## config.mk

```make
export PLATFORM = sky130hd
export DESIGN_NAME = pnp_cfg_seq
export DESIGN_NICKNAME = d
export VERILOG_FILES = /design/src/rtl/pnp_pkg.sv /design/src/rtl/pnp_fsm.sv /design/src/rtl/pnp_card_regs.sv /design/src/rtl/pnp_res_reader.sv /design/src/rtl/pnp_cfg_seq.sv
export SDC_FILE = /design/constraint.sdc
export NUM_CORES = 1
export LEC_CHECK = 0
export BUFFER_PORTS_ARGS = -buffer_cell sky130_fd_sc_hd__buf_2
export CORE_UTILIZATION = 55
export CTS_CLUSTER_SIZE = 28
export DETAILED_ROUTE_END_ITERATION = 10
export PLACE_DENSITY = 0.83
export SYNTH_ARGS = -nofsm -noshare
export SYNTH_HDL_FRONTEND = slang
export SYNTH_SLANG_ARGS = --single-unit
```

## constraint.sdc

```tcl
create_clock -name clk -period 3.68 [get_ports clk]
set_input_delay 0.184 -clock clk [delete_from_list [all_inputs] [get_ports clk]]
set_output_delay 0.184 -clock clk [all_outputs]
set_load 0.05 [all_outputs]
```

## src/rtl/pnp_pkg.sv

```systemverilog
package pnp_pkg;

  typedef enum logic [1:0] {
    ST_WFK   = 2'd0,
    ST_SLEEP = 2'd1,
    ST_ISO   = 2'd2,
    ST_CFG   = 2'd3
  } pnp_state_e;

  localparam logic [7:0] IX_RDPORT = 8'h00;
  localparam logic [7:0] IX_ISOL   = 8'h01;
  localparam logic [7:0] IX_CTRL   = 8'h02;
  localparam logic [7:0] IX_WAKE   = 8'h03;
  localparam logic [7:0] IX_RES    = 8'h04;
  localparam logic [7:0] IX_STAT   = 8'h05;
  localparam logic [7:0] IX_CSN    = 8'h06;
  localparam logic [7:0] IX_LDN    = 8'h07;

  localparam int CTL_DEVRST = 0;
  localparam int CTL_WFK    = 1;
  localparam int CTL_CSNCLR = 2;

endpackage

```

## src/rtl/pnp_fsm.sv

```systemverilog
module pnp_fsm
  import pnp_pkg::*;
(
  input  logic       clk,
  input  logic       rst_n,
  input  logic       key_seen_i,
  input  logic       wake_stb_i,
  input  logic [7:0] wake_dat_i,
  input  logic [7:0] csn_i,
  input  logic       csn_wr_i,
  input  logic       ctl_wfk_i,
  output pnp_state_e state_o
);

  pnp_state_e state_q, state_d;

  always_comb begin
    state_d = state_q;
    if (ctl_wfk_i) begin
      state_d = ST_WFK;
    end else begin
      unique case (state_q)
        ST_WFK:   if (key_seen_i) state_d = ST_SLEEP;
        ST_SLEEP: if (wake_stb_i && wake_dat_i == csn_i)
                    state_d = (wake_dat_i == 8'h00) ? ST_ISO : ST_CFG;
        ST_ISO:   if (csn_wr_i) state_d = ST_CFG;
        ST_CFG:   state_d = ST_CFG;
        default:  state_d = ST_WFK;
      endcase
    end
  end

  always_ff @(posedge clk or negedge rst_n) begin
    if (!rst_n) state_q <= ST_WFK;
    else        state_q <= state_d;
  end

  assign state_o = state_q;

  AST_KEY_TO_SLEEP: assert property (@(posedge clk) disable iff (!rst_n)
    (state_q == ST_WFK && key_seen_i && !ctl_wfk_i) |=> state_q == ST_SLEEP);
  AST_KEY_ONLY_WFK: assert property (@(posedge clk) disable iff (!rst_n)
    (state_q == ST_CFG && !ctl_wfk_i) |=> state_q == ST_CFG);
  AST_CTL_TO_WFK: assert property (@(posedge clk) disable iff (!rst_n)
    ctl_wfk_i |=> state_q == ST_WFK);
  AST_ISO_CSN_CFG: assert property (@(posedge clk) disable iff (!rst_n)
    (state_q == ST_ISO && csn_wr_i && !ctl_wfk_i) |=> state_q == ST_CFG);
  AST_WAKE_MISS: assert property (@(posedge clk) disable iff (!rst_n)
    (state_q == ST_SLEEP && wake_stb_i && wake_dat_i != csn_i) |=> state_q == ST_SLEEP);

endmodule

```

## src/rtl/pnp_card_regs.sv

```systemverilog
module pnp_card_regs
  import pnp_pkg::*;
#(
  parameter int NUM_LDN = 2,
  localparam int LDN_W = (NUM_LDN > 1) ? $clog2(NUM_LDN) : 1
) (
  input  logic             clk,
  input  logic             rst_n,
  input  logic             idx_wr_i,
  input  logic [7:0]       idx_i,
  input  logic             dat_wr_i,
  input  logic [7:0]       dat_i,
  input  pnp_state_e       state_i,
  output logic [7:0]       idx_o,
  output logic [7:0]       csn_o,
  output logic [LDN_W-1:0] ldn_o,
  output logic [7:0]       rdport_o,
  output logic             wake_stb_o,
  output logic             csn_wr_o,
  output logic             ctl_wfk_o,
  output logic             dev_rst_o
);

  logic [7:0] idx_q, csn_q, rdport_q;
  logic       dev_rst_q;
  logic       live, in_cfg, ctrl_acc, rdport_acc, ldn_acc;

  assign live       = dat_wr_i && (state_i != ST_WFK);
  assign in_cfg     = dat_wr_i && (state_i == ST_CFG);
  assign ctrl_acc   = live && (idx_q == IX_CTRL);
  assign wake_stb_o = live && (idx_q == IX_WAKE);
  assign csn_wr_o   = dat_wr_i && (idx_q == IX_CSN) &&
                      (state_i == ST_ISO || state_i == ST_CFG);
  assign rdport_acc = in_cfg && (idx_q == IX_RDPORT);
  assign ldn_acc    = in_cfg && (idx_q == IX_LDN);
  assign ctl_wfk_o  = ctrl_acc && dat_i[CTL_WFK];

  always_ff @(posedge clk or negedge rst_n) begin
    if (!rst_n) idx_q <= IX_RDPORT;
    else if (idx_wr_i) idx_q <= idx_i;
  end

  always_ff @(posedge clk or negedge rst_n) begin
    if (!rst_n) begin
      csn_q <= 8'h00;
    end else if (ctrl_acc && dat_i[CTL_CSNCLR]) begin
      csn_q <= 8'h00;
    end else if (csn_wr_o) begin
      csn_q <= dat_i;
    end
  end

  always_ff @(posedge clk or negedge rst_n) begin
    if (!rst_n) rdport_q <= 8'h00;
    else if (rdport_acc) rdport_q <= dat_i;
  end

  // strobe: set for the cycle after the write, cleared by hardware
  always_ff @(posedge clk or negedge rst_n) begin
    if (!rst_n) dev_rst_q <= 1'b0;
    else        dev_rst_q <= ctrl_acc && dat_i[CTL_DEVRST];
  end

  generate
    if (NUM_LDN > 1) begin : g_multi
      logic [LDN_W-1:0] ldn_q;
      always_ff @(posedge clk or negedge rst_n) begin
        if (!rst_n) ldn_q <= '0;
        else if (ldn_acc && (32'(dat_i) < NUM_LDN)) ldn_q <= dat_i[LDN_W-1:0];
      end
      assign ldn_o = ldn_q;
      AST_LDN_RANGE: assert property (@(posedge clk) disable iff (!rst_n)
        32'(ldn_q) < NUM_LDN);
    end else begin : g_single
      assign ldn_o = '0;
    end
  endgenerate

  assign idx_o    = idx_q;
  assign csn_o    = csn_q;
  assign rdport_o = rdport_q;
  assign dev_rst_o = dev_rst_q;

  AST_CSN_CLEARED: assert property (@(posedge clk) disable iff (!rst_n)
    (ctrl_acc && dat_i[CTL_CSNCLR]) |=> csn_q == 8'h00);
  AST_DEVRST_SRC: assert property (@(posedge clk) disable iff (!rst_n)
    dev_rst_q |-> $past(dat_wr_i && idx_q == IX_CTRL));
  AST_CSN_HOLD_SLEEP: assert property (@(posedge clk) disable iff (!rst_n)
    (state_i == ST_SLEEP && !ctrl_acc) |=> $stable(csn_q));
  AST_RDPORT_HOLD: assert property (@(posedge clk) disable iff (!rst_n)
    (state_i != ST_CFG) |=> $stable(rdport_q));

endmodule

```

## src/rtl/pnp_res_reader.sv

```systemverilog
module pnp_res_reader #(
  parameter int         PTR_W     = 8,
  parameter int         FETCH_CYC = 4,
  parameter logic [7:0] RES_SEED  = 8'h5A,
  parameter logic [7:0] RES_MUL   = 8'd29,
  localparam int        CNT_W     = $clog2(FETCH_CYC + 1)
) (
  input  logic       clk,
  input  logic       rst_n,
  input  logic       rewind_i,
  input  logic       pull_i,
  output logic       ready_o,
  output logic [7:0] byte_o
);

  logic [PTR_W-1:0] ptr_q;
  logic [CNT_W-1:0] busy_q;
  logic             adv;

  assign ready_o = (busy_q == '0);
  assign adv     = pull_i && ready_o;

  always_ff @(posedge clk or negedge rst_n) begin
    if (!rst_n)        ptr_q <= '0;
    else if (rewind_i) ptr_q <= '0;
    else if (adv)      ptr_q <= ptr_q + 1'b1;
  end

  always_ff @(posedge clk or negedge rst_n) begin
    if (!rst_n)           busy_q <= '0;
    else if (adv)         busy_q <= CNT_W'(FETCH_CYC);
    else if (!ready_o)    busy_q <= busy_q - 1'b1;
  end

  assign byte_o = RES_SEED + 8'(ptr_q) * RES_MUL;

  AST_PTR_REWIND: assert property (@(posedge clk) disable iff (!rst_n)
    rewind_i |=> ptr_q == '0);
  AST_READY_DROP: assert property (@(posedge clk) disable iff (!rst_n)
    adv |=> !ready_o);
  AST_BUSY_NO_ADV: assert property (@(posedge clk) disable iff (!rst_n)
    (!ready_o && !rewind_i) |=> $stable(ptr_q));

endmodule

```

## src/rtl/pnp_cfg_seq.sv

```systemverilog
module pnp_cfg_seq
  import pnp_pkg::*;
#(
  parameter int         NUM_LDN   = 2,
  parameter int         FETCH_CYC = 4,
  parameter int         PTR_W     = 8,
  parameter logic [7:0] RES_SEED  = 8'h5A,
  parameter logic [7:0] RES_MUL   = 8'd29,
  localparam int        LDN_W     = (NUM_LDN > 1) ? $clog2(NUM_LDN) : 1
) (
  input  logic             clk,
  input  logic             rst_n,
  input  logic             key_seen_i,
  input  logic             idx_wr_i,
  input  logic [7:0]       idx_i,
  input  logic             dat_wr_i,
  input  logic [7:0]       dat_i,
  input  logic             rd_stb_i,
  output logic [7:0]       rd_data_o,
  output logic             rd_vld_o,
  output logic [1:0]       state_o,
  output logic [7:0]       csn_o,
  output logic [LDN_W-1:0] ldn_o,
  output logic [9:0]       rd_port_addr_o,
  output logic             dev_reset_o
);

  pnp_state_e       state;
  logic [7:0]       idx, csn, rdport, res_byte;
  logic [LDN_W-1:0] ldn;
  logic             wake_stb, csn_wr, ctl_wfk, res_ready, res_pull;
  logic [7:0]       rd_mux;
  logic [7:0]       rd_data_q;
  logic             rd_vld_q;

  pnp_card_regs #(.NUM_LDN(NUM_LDN)) u_regs (
    .clk        (clk),
    .rst_n      (rst_n),
    .idx_wr_i   (idx_wr_i),
    .idx_i      (idx_i),
    .dat_wr_i   (dat_wr_i),
    .dat_i      (dat_i),
    .state_i    (state),
    .idx_o      (idx),
    .csn_o      (csn),
    .ldn_o      (ldn),
    .rdport_o   (rdport),
    .wake_stb_o (wake_stb),
    .csn_wr_o   (csn_wr),
    .ctl_wfk_o  (ctl_wfk),
    .dev_rst_o  (dev_reset_o)
  );

  pnp_fsm u_fsm (
    .clk        (clk),
    .rst_n      (rst_n),
    .key_seen_i (key_seen_i),
    .wake_stb_i (wake_stb),
    .wake_dat_i (dat_i),
    .csn_i      (csn),
    .csn_wr_i   (csn_wr),
    .ctl_wfk_i  (ctl_wfk),
    .state_o    (state)
  );

  assign res_pull = rd_stb_i && (state == ST_CFG) && (idx == IX_RES);

  pnp_res_reader #(
    .PTR_W     (PTR_W),
    .FETCH_CYC (FETCH_CYC),
    .RES_SEED  (RES_SEED),
    .RES_MUL   (RES_MUL)
  ) u_res (
    .clk      (clk),
    .rst_n    (rst_n),
    .rewind_i (wake_stb),
    .pull_i   (res_pull),
    .ready_o  (res_ready),
    .byte_o   (res_byte)
  );

  always_comb begin
    rd_mux = 8'h00;
    if (state == ST_CFG) begin
      unique case (idx)
        IX_STAT: rd_mux = {7'd0, res_ready};
        IX_RES:  rd_mux = res_ready ? res_byte : 8'h00;
        IX_CSN:  rd_mux = csn;
        IX_LDN:  rd_mux = 8'(ldn);
        default: rd_mux = 8'h00;
      endcase
    end
  end

  always_ff @(posedge clk or negedge rst_n) begin
    if (!rst_n) begin
      rd_data_q <= 8'h00;
      rd_vld_q  <= 1'b0;
    end else begin
      rd_vld_q <= rd_stb_i;
      if (rd_stb_i) rd_data_q <= rd_mux;
    end
  end

  assign rd_data_o      = rd_data_q;
  assign rd_vld_o       = rd_vld_q;
  assign state_o        = state;
  assign csn_o          = csn;
  assign ldn_o          = ldn;
  assign rd_port_addr_o = {rdport, 2'b11};

  AST_RD_RESPONSE: assert property (@(posedge clk) disable iff (!rst_n)
    rd_stb_i |=> rd_vld_o);
  AST_RD_OUTSIDE_CFG: assert property (@(posedge clk) disable iff (!rst_n)
    (rd_stb_i && state != ST_CFG) |=> rd_data_o == 8'h00);
  AST_BUSY_READ_ZERO: assert property (@(posedge clk) disable iff (!rst_n)
    (rd_stb_i && idx == IX_RES && !res_ready) |=> rd_data_o == 8'h00);

endmodule

```

==> results of run 1 <==
==> registers in the layout (all words and copies together) (netlist names) <==
name              cells
rd_data_o             8
u_res.ptr_q           8
u_regs.ldn_o          1
u_regs.rdport_o       8
u_regs.dev_rst_o      1
u_regs.idx_o          8
u_regs.csn_o          8
rd_vld_o              1
u_fsm.state_o         2
u_res.busy_q          3
==> synth_stat cells (all sizes together) <==
master   number
and4          1
nor2         14
ha           20
o2111a        2
nor4b         2
and3          4
nor2b         5
a21oi         4
nor4          6
buf           6
dfrtp        48
inv          21
nand3         2
a41oi         2
clkbuf        5
nand2        12
nand4         3
and2b         1
conb          1
o311ai        2
o22ai         7
xor2         11
nor3b         1
xnor2        15
a211oi        1
mux2i         5
and2          4
nor3          3
mux2         17
a22oi         7
o2bb2ai       1
o21ai         4
fa            6
a22o          5
a21o          2
==> power by group <==
part / internal, mW / total, mW / switching [mW] / leakage, nW
Combinational: 0.132 / 0.291 / 0.159 / 0.893
Clock: 0.129 / 0.294 / 0.165 / 0.0410
Sequential: 0.558 / 0.587 / 0.0295 / 0.630
==> worst register-to-register path, stage by stage (launching register included) <==
cell and delay [ps]:
dfrtp_1 470, inv_1 140, fa_1 550, inv_1 50, fa_1 490, inv_1 50, fa_1 530, inv_1 40
ha_1 320, a21o_1 170, a21oi_1 190, xnor2_1 160, o21ai_0 110
==> metal layers <==
layer	GRT usage [%]	share of wire [%]
met2	36.6	48
met1	30.3	48
met3	3.73	3.2
met4	5.45	0.76
met5	0	0
==> layout make-up <==
class / instances / area, um^2
clock buffer: 6 / 72.6
sequential: 48 / 1200
timing repair buffer: 50 / 250
fill: 391 / 1650
clock inverter: 1 / 5.00
multi-input combinational: 171 / 1450
inverter: 21 / 78.8
tap: 67 / 83.8
==> worst max path at each step <==
| stage | slack (ps) | to | cells past startpoint |
|---|---|---|---|
| after global placement | 440 | rd_data_o[7] | 12 |
| after global routing | 90 | rd_data_o[7] | 12 |
| after floorplan | 510 | rd_data_o[7] | 12 |
| after detailed placement | 270 | rd_data_o[7] | 12 |
| final | 270 | rd_data_o[7] | 12 |
| after CTS | 260 | rd_data_o[7] | 12 |
==> logic make-up after synthesis <==
kind of cell               share of synthesized area, %
buffers and inverters                              5.08
DFF                                                43.1
other                                             0.135
xor gates and xnor gates                           8.18
muxes                                              8.67
adders and majority gates                          13.3
AOI/OAI and AO/OA                                  9.84
and+or+nand+nor                                    11.7
==> impl_metrics.csv, run 1 <==
group,metric,value,unit
job,maxCapViolations,0,
cts,clockRootBuffer,"clkbuf_8",
pwr,powerDensity,374,nW/um^2
finish,num_antenna_cells,0,
route,initialDrtViolationCount,81,
finish,final_cell_mix,"buf_2 (50), dfrtp_1 (48), inv_1 (21)",
setup_path,critPathBufInv,4,
setup_path,cp.arrival,3580,ps
setup_path,r2r-start,"u_res.ptr_q[1]",
global_route,antenna_found_initial,0,
floorplanning,core,4790,um^2
sta,fmax,293,MHz
setup_path,endpoint_kind,"flop",
finish,fin_util,65.6,%
global_route,grt_remaining_overflow,0,
global_route,grt_max_degree,49,
finish,nNetsFinal,345,
cts,postCtsSetupRepairBufs,0,
placement,placed_cells_incl_taps,357,
placement,port_buffers,50,
cts,cts_tree,"yes",
synthesis,syn-cell-area,2790,um^2
cts,cts_resized,0,
synthesis,synth_warnings,0,
setup_path,path_max_fanout,7,
route,routed_wl,5290,um
sta,finalCritPeriodShare,92.7,%
cts,h-tree-depth,2,
floorplanning,die-area,5350,um^2
route,drt-wirelength-per-cell,14.5,um
floorplanning,io-pin-count,53,
floorplanning,fp.dieW,73.2,um
setup_path,criticalPathCategory,"flop to flop",
sta,relSlewSlack,31.3,%
route,drc,0,
route,first_pass_iters,4,
cts,clkSinkCount,48,
sta,holdWs,61.0,ps
global_route,grt_pass1_vias,2006,
cts,cts_buffers,5,
finish,final_cells,364,
pwr,ir_drop,0.000327,V
synthesis,syn_area_per_cell,11.1,um^2
setup_path,slowest_stage,"fa_1",
synthesis,yosysTopAreaCell,"dfrtp_1",
setup_path,worstPathRequired,3850,ps
setup_path,crit_family,"adder cells",
sta,skew,5.50,ps
global_route,grt_usage,22.1,%
pwr,leakagePower,1.56,nW
route,final_antenna_net_count,0,
cts,clk_pin_slew_worst_paths,80,ps
synthesis,synth_top_area_share,43.1,%
sta,tns,0,ps
worst_hold_path,hold_path_class,"input port to async pin",
cts,clk_latency,290,ps
setup_path,worst-r2r-cell-count,12,
floorplanning,die_y,73.2,um
synthesis,ys_seq_area_share,43.1,%
sta,min_period,3410,ps
finish,synthToLayoutAreaGrowth,12.7,%
route,via_count,1966,
global_route,grt_first_pass_wirelength,9030,um
synthesis,ys_types,41,
setup_path,path_cells,"inv_1 > fa_1 > inv_1 > fa_1 > inv_1 > fa_1 > inv_1 > ha_1 > a21o_1 > a21oi_1 > xnor2_1 > o21ai_0",
sta,setup_viol,0,
placement,gp_congestion,0.839,
floorplanning,row_count,25,
synthesis,synth_cells,250,
placement,placed_area,3060,um^2
pwr,totalPowerFinal,1.17,mW
cts,clk_path_buf_depth,2,
cts,holdBufCountCts,0,
setup_path,critPathMaxStageDelay,550,ps
synthesis,synth_area_leaders,"dfrtp_1 (43%), ha_1 (9.0%), mux2_2 (6.9%)",
sta,tightest_slew,1030,ps
finish,fin_area,3140,um^2
finish,final_common_cell,"buf_2",
placement,pre_cts_ws,272,ps
finish,drive_above_1_share,25.9,%
setup_path,worst_setup_path_start_kind,"flop",
floorplanning,start_util,58.2,%
placement,hpwl,4090,um
route,routed_via_density,5.40,
setup_path,startpoint,"u_res.ptr_q[1]",
setup_path,ff2ff_setup_slack,270,ps
synthesis,synth-seq-cells,48,
sta,maxSlewViolCount,0,
sta,rsz0062_at_grt,"no",
sta,hold_viol,0,
sta,setup_ws,267,ps
outcome,outcome,"complete, no violations",
setup_path,reg2reg_to,"rd_data_o[7]",
setup_path,crit_top_cell,"inv_1",
(Power assumes the default switching activity.)
==> run 2: changes to the inputs <==
PLACE_DENSITY = 0.76   (was 0.83)
==> impl_metrics.csv, run 2 (synthesized netlist as in run 1, its figures left out) <==
group,metric,value,unit
setup_path,criticalPathCategory,"flop to flop",
setup_path,crit_top_cell,"inv_1",
setup_path,path_max_fanout,7,
cts,clk_latency,300,ps
finish,drive_above_1_share,26.5,%
finish,final_common_cell,"buf_2",
floorplanning,start_util,58.2,%
floorplanning,fp.dieW,73.2,um
global_route,grt_pass1_vias,1958,
setup_path,path_cells,"inv_1 > fa_1 > inv_1 > fa_1 > inv_1 > fa_1 > inv_1 > ha_1 > a21o_1 > a21oi_1 > xnor2_1 > o21ai_0",
finish,final_cell_mix,"buf_2 (50), dfrtp_1 (48), inv_1 (21)",
floorplanning,row_count,25,
setup_path,worst_setup_path_start_kind,"flop",
pwr,ir_drop,0.000327,V
sta,rsz0062_at_grt,"no",
setup_path,r2r-start,"u_res.ptr_q[1]",
cts,cts_buffers,5,
floorplanning,die-area,5350,um^2
finish,synthToLayoutAreaGrowth,14.2,%
sta,hold_viol,0,
setup_path,crit_family,"adder cells",
floorplanning,io-pin-count,53,
placement,hpwl,4140,um
cts,clk_path_buf_depth,2,
global_route,grt_usage,23.0,%
floorplanning,die_y,73.2,um
pwr,totalPowerFinal,1.27,mW
setup_path,critPathMaxStageDelay,550,ps
sta,tightest_slew,1050,ps
cts,holdBufCountCts,0,
cts,clkSinkCount,48,
route,routed_wl,5400,um
sta,relSlewSlack,30.3,%
route,final_antenna_net_count,0,
placement,port_buffers,50,
sta,maxSlewViolCount,0,
pwr,powerDensity,399,nW/um^2
setup_path,crit_cells,12,
finish,num_antenna_cells,0,
route,initialDrtViolationCount,69,
sta,min_period,3340,ps
global_route,grt_remaining_overflow,0,
setup_path,slowest_stage,"fa_1",
route,drt-wirelength-per-cell,14.8,um
worst_hold_path,hold_path_class,"input port to async pin",
finish,nNetsFinal,345,
cts,clockRootBuffer,"clkbuf_8",
route,first_pass_iters,4,
sta,tns,0,ps
sta,finalCritPeriodShare,90.8,%
sta,setup_viol,0,
global_route,grt_max_degree,49,
cts,postCtsSetupRepairBufs,0,
setup_path,endpoint_kind,"flop",
job,maxCapViolations,0,
setup_path,cp.arrival,3510,ps
cts,h-tree-depth,2,
setup_path,ff2ff_setup_slack,340,ps
floorplanning,core,4790,um^2
cts,cts_resized,0,
setup_path,critPathBufInv,4,
sta,skew,5.45,ps
route,via_count,1975,
route,routed_via_density,5.41,
cts,clk_pin_slew_worst_paths,90,ps
outcome,outcome,"complete, no violations",
finish,fin_util,66.5,%
global_route,antenna_found_initial,0,
placement,gp_congestion,0.815,
setup_path,reg2reg_to,"rd_data_o[7]",
sta,fmax,299,MHz
cts,cts_tree,"yes",
setup_path,endpoint,"rd_data_o[7]",
route,drc,0,
global_route,grt_first_pass_wirelength,9330,um
setup_path,startpoint,"u_res.ptr_q[1]",
pwr,leakagePower,1.58,nW
setup_path,worstPathRequired,3850,ps
setup_path,worst-r2r-cell-count,12,
## run 2: cell count changes in the layout (fill, tap and decap cells not counted)
cell       before  now
clkinv_2        1    0
clkbuf_1        1    0
clkinv_4        0    1
bufinv_16       0    1
clkbuf_8        5    6
## run 2: metrics by stage
step	instance area, um^2	std cells	worst slack [ps]	hold slack [ps]
final	3180	365	338	65.2
after global routing	3180	365	156	98.4
after CTS	3180	365	318	90.5
after detailed placement	3060	357	327	415
after global placement	3060	357	439	414
after floorplan	2790	251	509	-112
## run 2: final cells by class
type                            count  area, um^2
Sequential cell                    48        1200
Clock buffer                        6        82.6
Tap cell                           67        83.8
Fill cell                         410        1600
Timing Repair Buffer               50         250
Multi-Input combinational cell    171        1450
Clock inverter                      2        38.8
Inverter                           21        78.8
## run 2: where the power goes
part / internal [mW] / switching (mW)
sequential: 0.558 / 0.0294
combinational: 0.132 / 0.151
clock: 0.222 / 0.177
total: 0.912 / 0.357
## run 2: worst min-delay path by stage
stage	to	cells after the start
after floorplan	rd_data_o[0]	0
after global placement	rd_vld_o	1
after detailed placement	rd_vld_o	1
after CTS	rd_vld_o	1
after global routing	rd_vld_o	1
final	u_regs.rdport_o[4]	1
## run 2: metal layers
layer	track usage, %	routed length [um]	vias to the layer above
li1	-	-	959
met1	31.2	2580	959
met2	37.1	2510	48
met3	3.87	208	9
met4	8.06	102	0
met5	0	0	-
